<file path="src/rtl/dacw_pkg.sv">
package dacw_pkg;

    localparam int FRAME_W = 16;
    localparam int DATA_W  = 12;
    localparam int BIT_W   = $clog2(FRAME_W);

    typedef enum logic [1:0] {
        ST_IDLE  = 2'd0,
        ST_PRE   = 2'd1,
        ST_SHIFT = 2'd2,
        ST_POST  = 2'd3
    } dacw_state_e;

    localparam logic [1:0] MODE_PWRDN = 2'b11;

    typedef struct packed {
        logic       chan;
        logic [1:0] mode;
        logic [7:0] code;
        logic [1:0] term;
    } dacw_req_t;

    function automatic logic [FRAME_W-1:0] dacw_build(input dacw_req_t r);
        logic [FRAME_W-1:0] w;
        if (r.mode == MODE_PWRDN)
            w = {r.term, MODE_PWRDN, {DATA_W{1'b0}}};
        else
            w = {1'b0, r.chan, r.mode, r.code, {(DATA_W-8){1'b0}}};
        return w;
    endfunction

endpackage

</file>
<file path="src/rtl/dacw_span.sv">
module dacw_span #(
    parameter int LEN = 4
) (
    input  logic clk,
    input  logic rst,
    input  logic run,
    output logic done
);
    localparam int W = (LEN > 1) ? $clog2(LEN) : 1;
    localparam logic [W-1:0] LAST = W'(LEN - 1);

    logic [W-1:0] cnt;

    assign done = run && (cnt == LAST);

    always_ff @(posedge clk) begin
        if (rst || !run || done)
            cnt <= '0;
        else
            cnt <= cnt + 1'b1;
    end
endmodule

</file>
<file path="src/rtl/dacw_engine.sv">
module dacw_engine
    import dacw_pkg::*;
(
    input  logic      clk,
    input  logic      rst,
    input  logic      req_valid,
    input  dacw_req_t req,
    input  logic      half_tick,
    input  logic      gap_tick,
    output logic      half_run,
    output logic      gap_run,
    output logic      req_ready,
    output logic      sync_o,
    output logic      sclk_o,
    output logic      din_o
);
    dacw_state_e        st;
    logic [FRAME_W-1:0] sreg;
    logic               half_lo;
    logic [BIT_W-1:0]   bitn;

    localparam logic [BIT_W-1:0] LAST_BIT = BIT_W'(FRAME_W - 1);

    assign half_run  = (st == ST_SHIFT);
    assign gap_run   = (st == ST_PRE) || (st == ST_POST);
    assign req_ready = (st == ST_IDLE) && !rst;

    always_ff @(posedge clk) begin
        if (rst) begin
            st      <= ST_IDLE;
            sync_o  <= 1'b0;
            sclk_o  <= 1'b1;
            din_o   <= 1'b0;
            sreg    <= '0;
            half_lo <= 1'b0;
            bitn    <= '0;
        end else begin
            unique case (st)
                ST_IDLE: begin
                    if (req_valid) begin
                        sreg   <= dacw_build(req);
                        st     <= ST_PRE;
                        sync_o <= 1'b1;
                    end
                end
                ST_PRE: begin
                    if (gap_tick) begin
                        st      <= ST_SHIFT;
                        sync_o  <= 1'b0;
                        din_o   <= sreg[FRAME_W-1];
                        sreg    <= sreg << 1;
                        half_lo <= 1'b0;
                        bitn    <= '0;
                    end
                end
                ST_SHIFT: begin
                    if (half_tick) begin
                        if (!half_lo) begin
                            sclk_o  <= 1'b0;
                            half_lo <= 1'b1;
                        end else begin
                            sclk_o  <= 1'b1;
                            half_lo <= 1'b0;
                            if (bitn == LAST_BIT) begin
                                st     <= ST_POST;
                                sync_o <= 1'b1;
                                din_o  <= 1'b0;
                            end else begin
                                bitn  <= bitn + 1'b1;
                                din_o <= sreg[FRAME_W-1];
                                sreg  <= sreg << 1;
                            end
                        end
                    end
                end
                ST_POST: begin
                    if (gap_tick) begin
                        st     <= ST_IDLE;
                        sync_o <= 1'b0;
                    end
                end
                default: st <= ST_IDLE;
            endcase
        end
    end

    // Data must hold across every sampling edge.
    assert_din_stable_R5: assert property (@(posedge clk) disable iff (rst)
        $fell(sclk_o) |-> $stable(din_o));

    // Strobe falls only while the serial clock rests high.
    assert_sync_fall_sclk_high_R6: assert property (@(posedge clk) disable iff (rst)
        $fell(sync_o) |-> (sclk_o && $stable(sclk_o)));

    // Idle lines rest low whenever a request can be taken.
    assert_idle_low_R9: assert property (@(posedge clk) disable iff (rst)
        req_ready |-> (!sync_o && !din_o && sclk_o));

    // Acceptance makes the master busy on the next cycle.
    assert_busy_after_accept_R10: assert property (@(posedge clk) disable iff (rst)
        (req_valid && req_ready) |=> !req_ready);

    // Frame closes only after the final bit's low phase.
    assert_frame_end_R11: assert property (@(posedge clk) disable iff (rst)
        $rose(sync_o) && (st == ST_POST) |-> ($past(bitn) == LAST_BIT && $past(half_lo)));
endmodule

</file>
<file path="src/rtl/dac_write_master.sv">
module dac_write_master
    import dacw_pkg::*;
#(
    parameter int HALF_DIV = 4,
    parameter int GAP_CYC  = 8
) (
    input  logic       clk,
    input  logic       rst,
    input  logic       req_valid,
    input  logic       req_chan,
    input  logic [1:0] req_mode,
    input  logic [7:0] req_code,
    input  logic [1:0] req_term,
    output logic       req_ready,
    output logic       dac_sync,
    output logic       dac_sclk,
    output logic       dac_din
);
    dacw_req_t req;
    logic      half_run, gap_run, half_tick, gap_tick;

    assign req = '{chan: req_chan, mode: req_mode, code: req_code, term: req_term};

    dacw_span #(.LEN(HALF_DIV)) u_half (
        .clk (clk), .rst (rst), .run (half_run), .done (half_tick)
    );

    dacw_span #(.LEN(GAP_CYC)) u_gap (
        .clk (clk), .rst (rst), .run (gap_run), .done (gap_tick)
    );

    dacw_engine u_engine (
        .clk       (clk),
        .rst       (rst),
        .req_valid (req_valid),
        .req       (req),
        .half_tick (half_tick),
        .gap_tick  (gap_tick),
        .half_run  (half_run),
        .gap_run   (gap_run),
        .req_ready (req_ready),
        .sync_o    (dac_sync),
        .sclk_o    (dac_sclk),
        .din_o     (dac_din)
    );
endmodule

</file>
<file path="config.mk">
export PLATFORM = sky130hd
export DESIGN_NAME = dac_write_master
export DESIGN_NICKNAME = d
export VERILOG_FILES = /design/src/rtl/dacw_pkg.sv /design/src/rtl/dacw_span.sv /design/src/rtl/dacw_engine.sv /design/src/rtl/dac_write_master.sv
export SDC_FILE = /design/constraint.sdc
export NUM_CORES = 1
export LEC_CHECK = 0
export ABC_AREA = 1
export BUFFER_PORTS_ARGS = -buffer_cell sky130_fd_sc_hd__buf_2
export CAP_MARGIN = 15
export CORE_ASPECT_RATIO = 0.5
export CORE_UTILIZATION = 40
export DETAILED_ROUTE_END_ITERATION = 10
export PLACE_DENSITY_LB_ADDON = 0.25
export SLEW_MARGIN = 20
export SYNTH_ARGS = -nofsm -noshare
export SYNTH_HDL_FRONTEND = slang
export SYNTH_SLANG_ARGS = --single-unit
</file>
<file path="constraint.sdc">
create_clock -name clk -period 2.95 [get_ports clk]
set_input_delay 0.885 -clock clk [delete_from_list [all_inputs] [get_ports clk]]
set_output_delay 0.885 -clock clk [all_outputs]
set_load 0.01 [all_outputs]
</file>
---- Word level (Yosys, flattened, before mapping) ----
Cells that the tools add are included.
operators by class
  add/subtract/negate cells ............... 3
  multiply operators ...................... 0
  div/mod/pow operators ................... 0
  $lt $le $gt $ge ......................... 0
  equality and inequality tests ........... 15
  shift operators ......................... 0
  multiplexer cells ....................... 34
  bitwise operators ....................... 0
  reduce and logical (&&, ||, !) cells .... 22
operator list
  kind                                                                     count
  16-bit 2-to-1 mux                                                        6
  16-bit case mux with 3 select lines                                      1
  4-bit 2-to-1 mux                                                         4
  1-bit 2-to-1 mux                                                         12
  2-bit 2-to-1 mux                                                         6
  6-bit AND reduction                                                      2
  2-bit inequality test, second input constant                             5
  5-bit AND reduction                                                      2
  2-bit equality test, second input constant                               4
  2-bit case mux with 4 select lines                                       1
  4-bit case mux with 2 select lines                                       1
  2-bit by 1-bit inequality test with 1-bit output, second input constant  3
  1-bit logical OR                                                         5
  4-bit by 1-bit adder with 4-bit output, second input constant            1
  4-bit equality test, second input constant                               1
  1-bit case mux with 2 select lines                                       2
  4-bit AND reduction                                                      1
  3-bit by 1-bit adder with 3-bit output, second input constant            1
  3-bit equality test, second input constant                               1
  1-bit logical AND                                                        3
  1-bit logical NOT                                                        3
  1-bit case mux with 3 select lines                                       1
  3-bit AND reduction                                                      1
  3-bit nonzero test                                                       1
  other kinds (6)                                                          6
storage, ports and cells
  register bits after elaboration ......... 31
  latch bits .............................. 0
  RAM bits ................................ 0
  memory bits (read-only) ................. 0
  output and inout port bits .............. 4
  logic and storage cells ................. 83
  memories ................................ 0

---- Logic depth before layout (Yosys ltp) ----
  word-level depth ........................ 5
  mapped depth ............................ 11

---- Modules after synthesis ----
From an unflattened synthesis, not the netlist that was laid out.
second synthesis, totals
  cell total of the unflattened synthesis .. 252
  area, all modules ....................... 1617.8 um^2
modules (own cells, without submodules)
  module               instances  cells an instance  area each (um^2)
  dacw_engine          1          226                1400.1
  dacw_span at u_gap   1          15                 128.9
  dacw_span at u_half  1          11                 88.8

---- Least setup slack after synthesis ----
No wires, ideal clock.
  path kind ............................... input port to output port
  start point ............................. input port rst
  end point ............................... output port req_ready
  arrival time ............................ 1054 ps
  required time ........................... 2065 ps
  setup slack ............................. 1011 ps
  stages .................................. 1
  path buffers ............................ 0
  path through ............................ nor2_1
on the way
  longest elaborated chain between the ends .. 2
RTL lines
  item               RTL line                source
  from (decl)        dac_write_master.sv:8   input logic rst,
  1-bit logical NOT  dacw_engine.sv:26       assign req_ready = (st == ST_IDLE) && !rst;
  1-bit logical AND  dacw_engine.sv:26
  to (decl)          dac_write_master.sv:14  output logic req_ready,
No other way between the ends.

---- Worst setup path after layout ----
Ends and elaborated chain as after synthesis.

==> impl_metrics.prom <==
# TYPE chip_impl_metric gauge
chip_impl_metric{name="num_antenna_cells",unit=""} 0
chip_impl_info{name="worst_case_hold_path_end_point",value="u_gap.cnt[0]$_SDFF_PP0_"} 1
chip_impl_metric{name="slew_at_the_pin_closest_to_its_max_slew_limit",unit="ns"} 0.688
chip_impl_metric{name="syn-cell-area",unit="mm2"} 0.00151
chip_impl_metric{name="synthesized_netlist_net_count",unit=""} 240
chip_impl_metric{name="final.setup_skew",unit="ns"} 0.00542
chip_impl_metric{name="dp_hpwl",unit="mm"} 2.13
chip_impl_metric{name="regToRegSetupSlack",unit="ns"} 0.97
chip_impl_info{name="ys.flop_type",value="sky130_fd_sc_hd__dfxtp_1"} 1
chip_impl_metric{name="wl_per_cell",unit="um"} 10.4
chip_impl_metric{name="worstPathMaxFanout",unit=""} 5
chip_impl_metric{name="timing.hold.worst_path_depth",unit=""} 1
chip_impl_metric{name="timing.critical_path.required",unit="ns"} 2.07
chip_impl_metric{name="drt_iter0_markers",unit=""} 51
chip_impl_metric{name="grt_first_pass_wirelength",unit="mm"} 4.88
chip_impl_metric{name="row_count",unit=""} 15
chip_impl_metric{name="max_freq",unit="MHz"} 470
chip_impl_metric{name="drive_above_1_share",unit="%"} 16.5
chip_impl_metric{name="report.final.setup_viol",unit=""} 0
chip_impl_metric{name="die_h",unit="um"} 45.4
chip_impl_metric{name="power-per-cell-area",unit="mW/mm2"} 1090
chip_impl_metric{name="reg2regPathDepth",unit=""} 9
chip_impl_metric{name="synth-seq-cells",unit=""} 27
chip_impl_info{name="synth.cells.most_frequent",value="46 x sky130_fd_sc_hd__nand2_1, 45 x sky130_fd_sc_hd__nor2_1, 27 x sky130_fd_sc_hd__dfxtp_1"} 1
chip_impl_info{name="worst_hold_startpoint",value="u_gap.cnt[0]$_SDFF_PP0_"} 1
chip_impl_metric{name="drt_pre_antenna_iters",unit=""} 4
chip_impl_info{name="run_status",value="finished clean"} 1
chip_impl_metric{name="design.die.area",unit="mm2"} 0.00404
chip_impl_metric{name="route.detailed.drc",unit=""} 0
chip_impl_metric{name="totalNegativeSetupSlack",unit="ns"} 0
chip_impl_metric{name="multi_input_logic_area",unit="um2"} 838
chip_impl_info{name="worstSetupStartpointType",value="input port"} 1
chip_impl_info{name="synth_largest_area_cell",value="sky130_fd_sc_hd__dfxtp_1"} 1
chip_impl_metric{name="design.core.area",unit="mm2"} 0.00353
chip_impl_metric{name="routability_congestion_estimate",unit=""} 0.766
chip_impl_metric{name="ioPinCount",unit=""} 20
chip_impl_metric{name="clock_tree.htree_level_count",unit=""} 1
chip_impl_metric{name="pin_count_of_the_biggest_net_entering_global_routing",unit=""} 23
chip_impl_info{name="worst_hold_path_type",value="reg2reg"} 1
chip_impl_metric{name="avgSynthCellArea",unit="um2"} 7.02
chip_impl_metric{name="layout-area-overhead-vs-synth",unit="%"} 10.3
chip_impl_info{name="cts_tree",value="built"} 1
chip_impl_metric{name="routed-via-count",unit=""} 1324
chip_impl_metric{name="number_of_enable_flip_flop_cells_after_synthesis",unit=""} 0
chip_impl_metric{name="post_cts_hold_buffer_count",unit=""} 0
chip_impl_metric{name="final_core_util",unit="%"} 47.2
chip_impl_metric{name="grt_pass1_vias",unit=""} 1121
chip_impl_metric{name="antenna_found_initial",unit=""} 0
chip_impl_info{name="synth.most_common_cell",value="sky130_fd_sc_hd__nand2_1"} 1
chip_impl_metric{name="detail-route-antenna-nets",unit=""} 0
chip_impl_metric{name="synth.top_cell.area_share",unit="%"} 35.8
chip_impl_metric{name="clkTransAtPathRegs",unit="ns"} 0.10
chip_impl_info{name="regToRegEndpoint",value="u_engine.sreg[9]$_SDFFE_PP0P_"} 1
chip_impl_metric{name="worst_slew_margin_rel",unit="%"} 54.1
chip_impl_metric{name="cts_inserted_buffers",unit=""} 3
chip_impl_metric{name="hold_ws",unit="ns"} 0.427
chip_impl_info{name="crit_path_end_kind",value="output pin"} 1
chip_impl_metric{name="timing.max_cap.violations",unit=""} 0
chip_impl_metric{name="final_hold_viol_count",unit=""} 0
chip_impl_metric{name="port_buffers",unit=""} 19
chip_impl_metric{name="p_leak",unit="nW"} 0.812
chip_impl_metric{name="worst_ep_arrival_time",unit="ns"} 1.24
chip_impl_info{name="post_synth_main_area_contributors",value="sky130_fd_sc_hd__dfxtp_1 36%, sky130_fd_sc_hd__nand2_1 11%, sky130_fd_sc_hd__nor2_1 11%, sky130_fd_sc_hd__nand3_1 7.6%, sky130_fd_sc_hd__ha_1 7.5%"} 1
chip_impl_metric{name="min_period_over_period",unit="%"} 72.2
chip_impl_metric{name="final_nets",unit=""} 257
chip_impl_metric{name="final_cell_area",unit="mm2"} 0.00166
chip_impl_metric{name="dpl_cell_area",unit="mm2"} 0.00162
chip_impl_metric{name="final_period_minus_worst_setup_slack",unit="ns"} 2.13
chip_impl_metric{name="die_width",unit="um"} 88.9
chip_impl_metric{name="synth_async_sr_flop_share",unit="%"} 0
chip_impl_metric{name="vdd_drop_max",unit="mV"} 0.355
chip_impl_metric{name="design_power_total",unit="mW"} 1.81
chip_impl_metric{name="sequential_cell_area_fraction_in_the_yosys_report",unit="%"} 35.8
chip_impl_metric{name="via_per_inst",unit=""} 4.70
chip_impl_metric{name="final_max_slew_viol_count",unit=""} 0
chip_impl_metric{name="grt_usage",unit="%"} 16.0
chip_impl_info{name="critical_path.reg2reg.startpoint",value="u_engine.st[0]$_SDFFE_PP0P_"} 1
chip_impl_metric{name="layout.area.seq",unit="um2"} 541
chip_impl_info{name="clock_tree.root_cell",value="sky130_fd_sc_hd__clkbuf_8"} 1
chip_impl_metric{name="ys.warnings.count",unit=""} 0
chip_impl_info{name="setup_repair_after_global_routing_missed_its_margin",value="no"} 1
chip_impl_metric{name="layout.filler_cells",unit=""} 394
chip_impl_metric{name="post_cts_resize_count",unit=""} 0
chip_impl_metric{name="post_cts_buffers",unit=""} 0
chip_impl_metric{name="synth.lib_cells_used.distinct",unit=""} 26
chip_impl_metric{name="cts.sink_count",unit=""} 27
chip_impl_metric{name="floorplan.initialDensity",unit="%"} 42.8
chip_impl_metric{name="gr-total-overflow",unit=""} 0
chip_impl_metric{name="finalWirelength",unit="mm"} 2.92
chip_impl_metric{name="syn_inst",unit=""} 215
chip_impl_metric{name="cts_buffer_depth",unit=""} 2
chip_impl_info{name="criticalPathCategory",value="in2out"} 1
chip_impl_metric{name="worst_skew_pair.late_latency",unit="ns"} 0.28
[cell usage in the layout, fill, tap and decap left out, drive strengths merged]
master / netlist / layout
nand2: 49 / 49
o311ai: 1 / 1
mux2i: 2 / 2
xnor2: 1 / 1
ha: 9 / 9
nand3: 25 / 25
clkbuf: 2 / 3
nor3: 1 / 1
buf: 5 / 19
clkinv: 0 / 1
dfxtp: 27 / 27
o21ai: 3 / 3
nand4: 3 / 3
a21boi: 7 / 7
inv: 20 / 20
and3: 1 / 1
or2: 1 / 1
a21oi: 6 / 6
nor2: 52 / 52
[worst max-delay path by stage]
stage | start | endpoint | slack, ns | cells after the start
global placement | rst | req_ready | 0.82 | 3
floorplan | rst | req_ready | 1.01 | 1
CTS | rst | req_ready | 0.81 | 3
finish | rst | req_ready | 0.82 | 3
detailed placement | rst | req_ready | 0.81 | 3
global route | rst | req_ready | 0.78 | 3
[worst max-delay path, cell delays in order]
cell and delay [ns]:
sky130_fd_sc_hd__buf_2 0.13, sky130_fd_sc_hd__nor2_1 0.10, sky130_fd_sc_hd__buf_2 0.13
[logic make-up (layout without fill, tap and decap cells)]
logic type      count (synthesis)  in the layout  synth area share (%)
compound gates                 17             17                  7.05
flops                          27             27                  35.8
buf+inv                        27             43                  8.62
simple gates                  132            132                  39.1
fa+ha+maj                       9              9                  7.46
mux                             2              2                  1.33
xor+xnor                        1              1                 0.581
[layout make-up]
type                            count  share of cell area, %
Inverter                           20                   4.81
Clock buffer                        3                   2.48
Multi-Input combinational cell    161                   50.4
Timing Repair Buffer               19                   5.71
Tap cell                           51                   3.83
Clock inverter                      1                  0.301
Sequential cell                    27                   32.5
[sequential cells by signal, summed over array words and instances, names as in the netlist]
name and flops:
u_engine.sreg 12, u_engine.bitn 4, u_gap.cnt 3, u_engine.st 2, u_half.cnt 2, u_engine.din_o 1
u_engine.half_lo 1, u_engine.sclk_o 1, u_engine.sync_o 1
[per-stage QoR]
| stage | setup slack (ns) | cells |
|---|---|---|
| after floorplan | 1.01 | 215 |
| after global placement | 0.818 | 278 |
| after detailed placement | 0.810 | 278 |
| after CTS | 0.810 | 282 |
| after global routing | 0.781 | 282 |
| final | 0.820 | 282 |
[routing by layer]
layer  vias to the layer above  global-route usage (%)  share of wire (%)
met3                         4                    5.25                4.1
met5                         -                       0                  0
met4                         0                    3.87               0.72
met1                       591                    20.3                 51
met2                        18                    26.8                 44
li1                        711                       -                  -
[where the power goes]
part           leakage [nW]  internal [mW]  total (mW)  switching (mW)
Clock                0.0255         0.0949       0.216           0.121
Sequential            0.222          0.494       0.570          0.0763
Combinational         0.565          0.362        1.03           0.666
Total                 0.812          0.951        1.81           0.864
(Power assumes the default switching activity.)
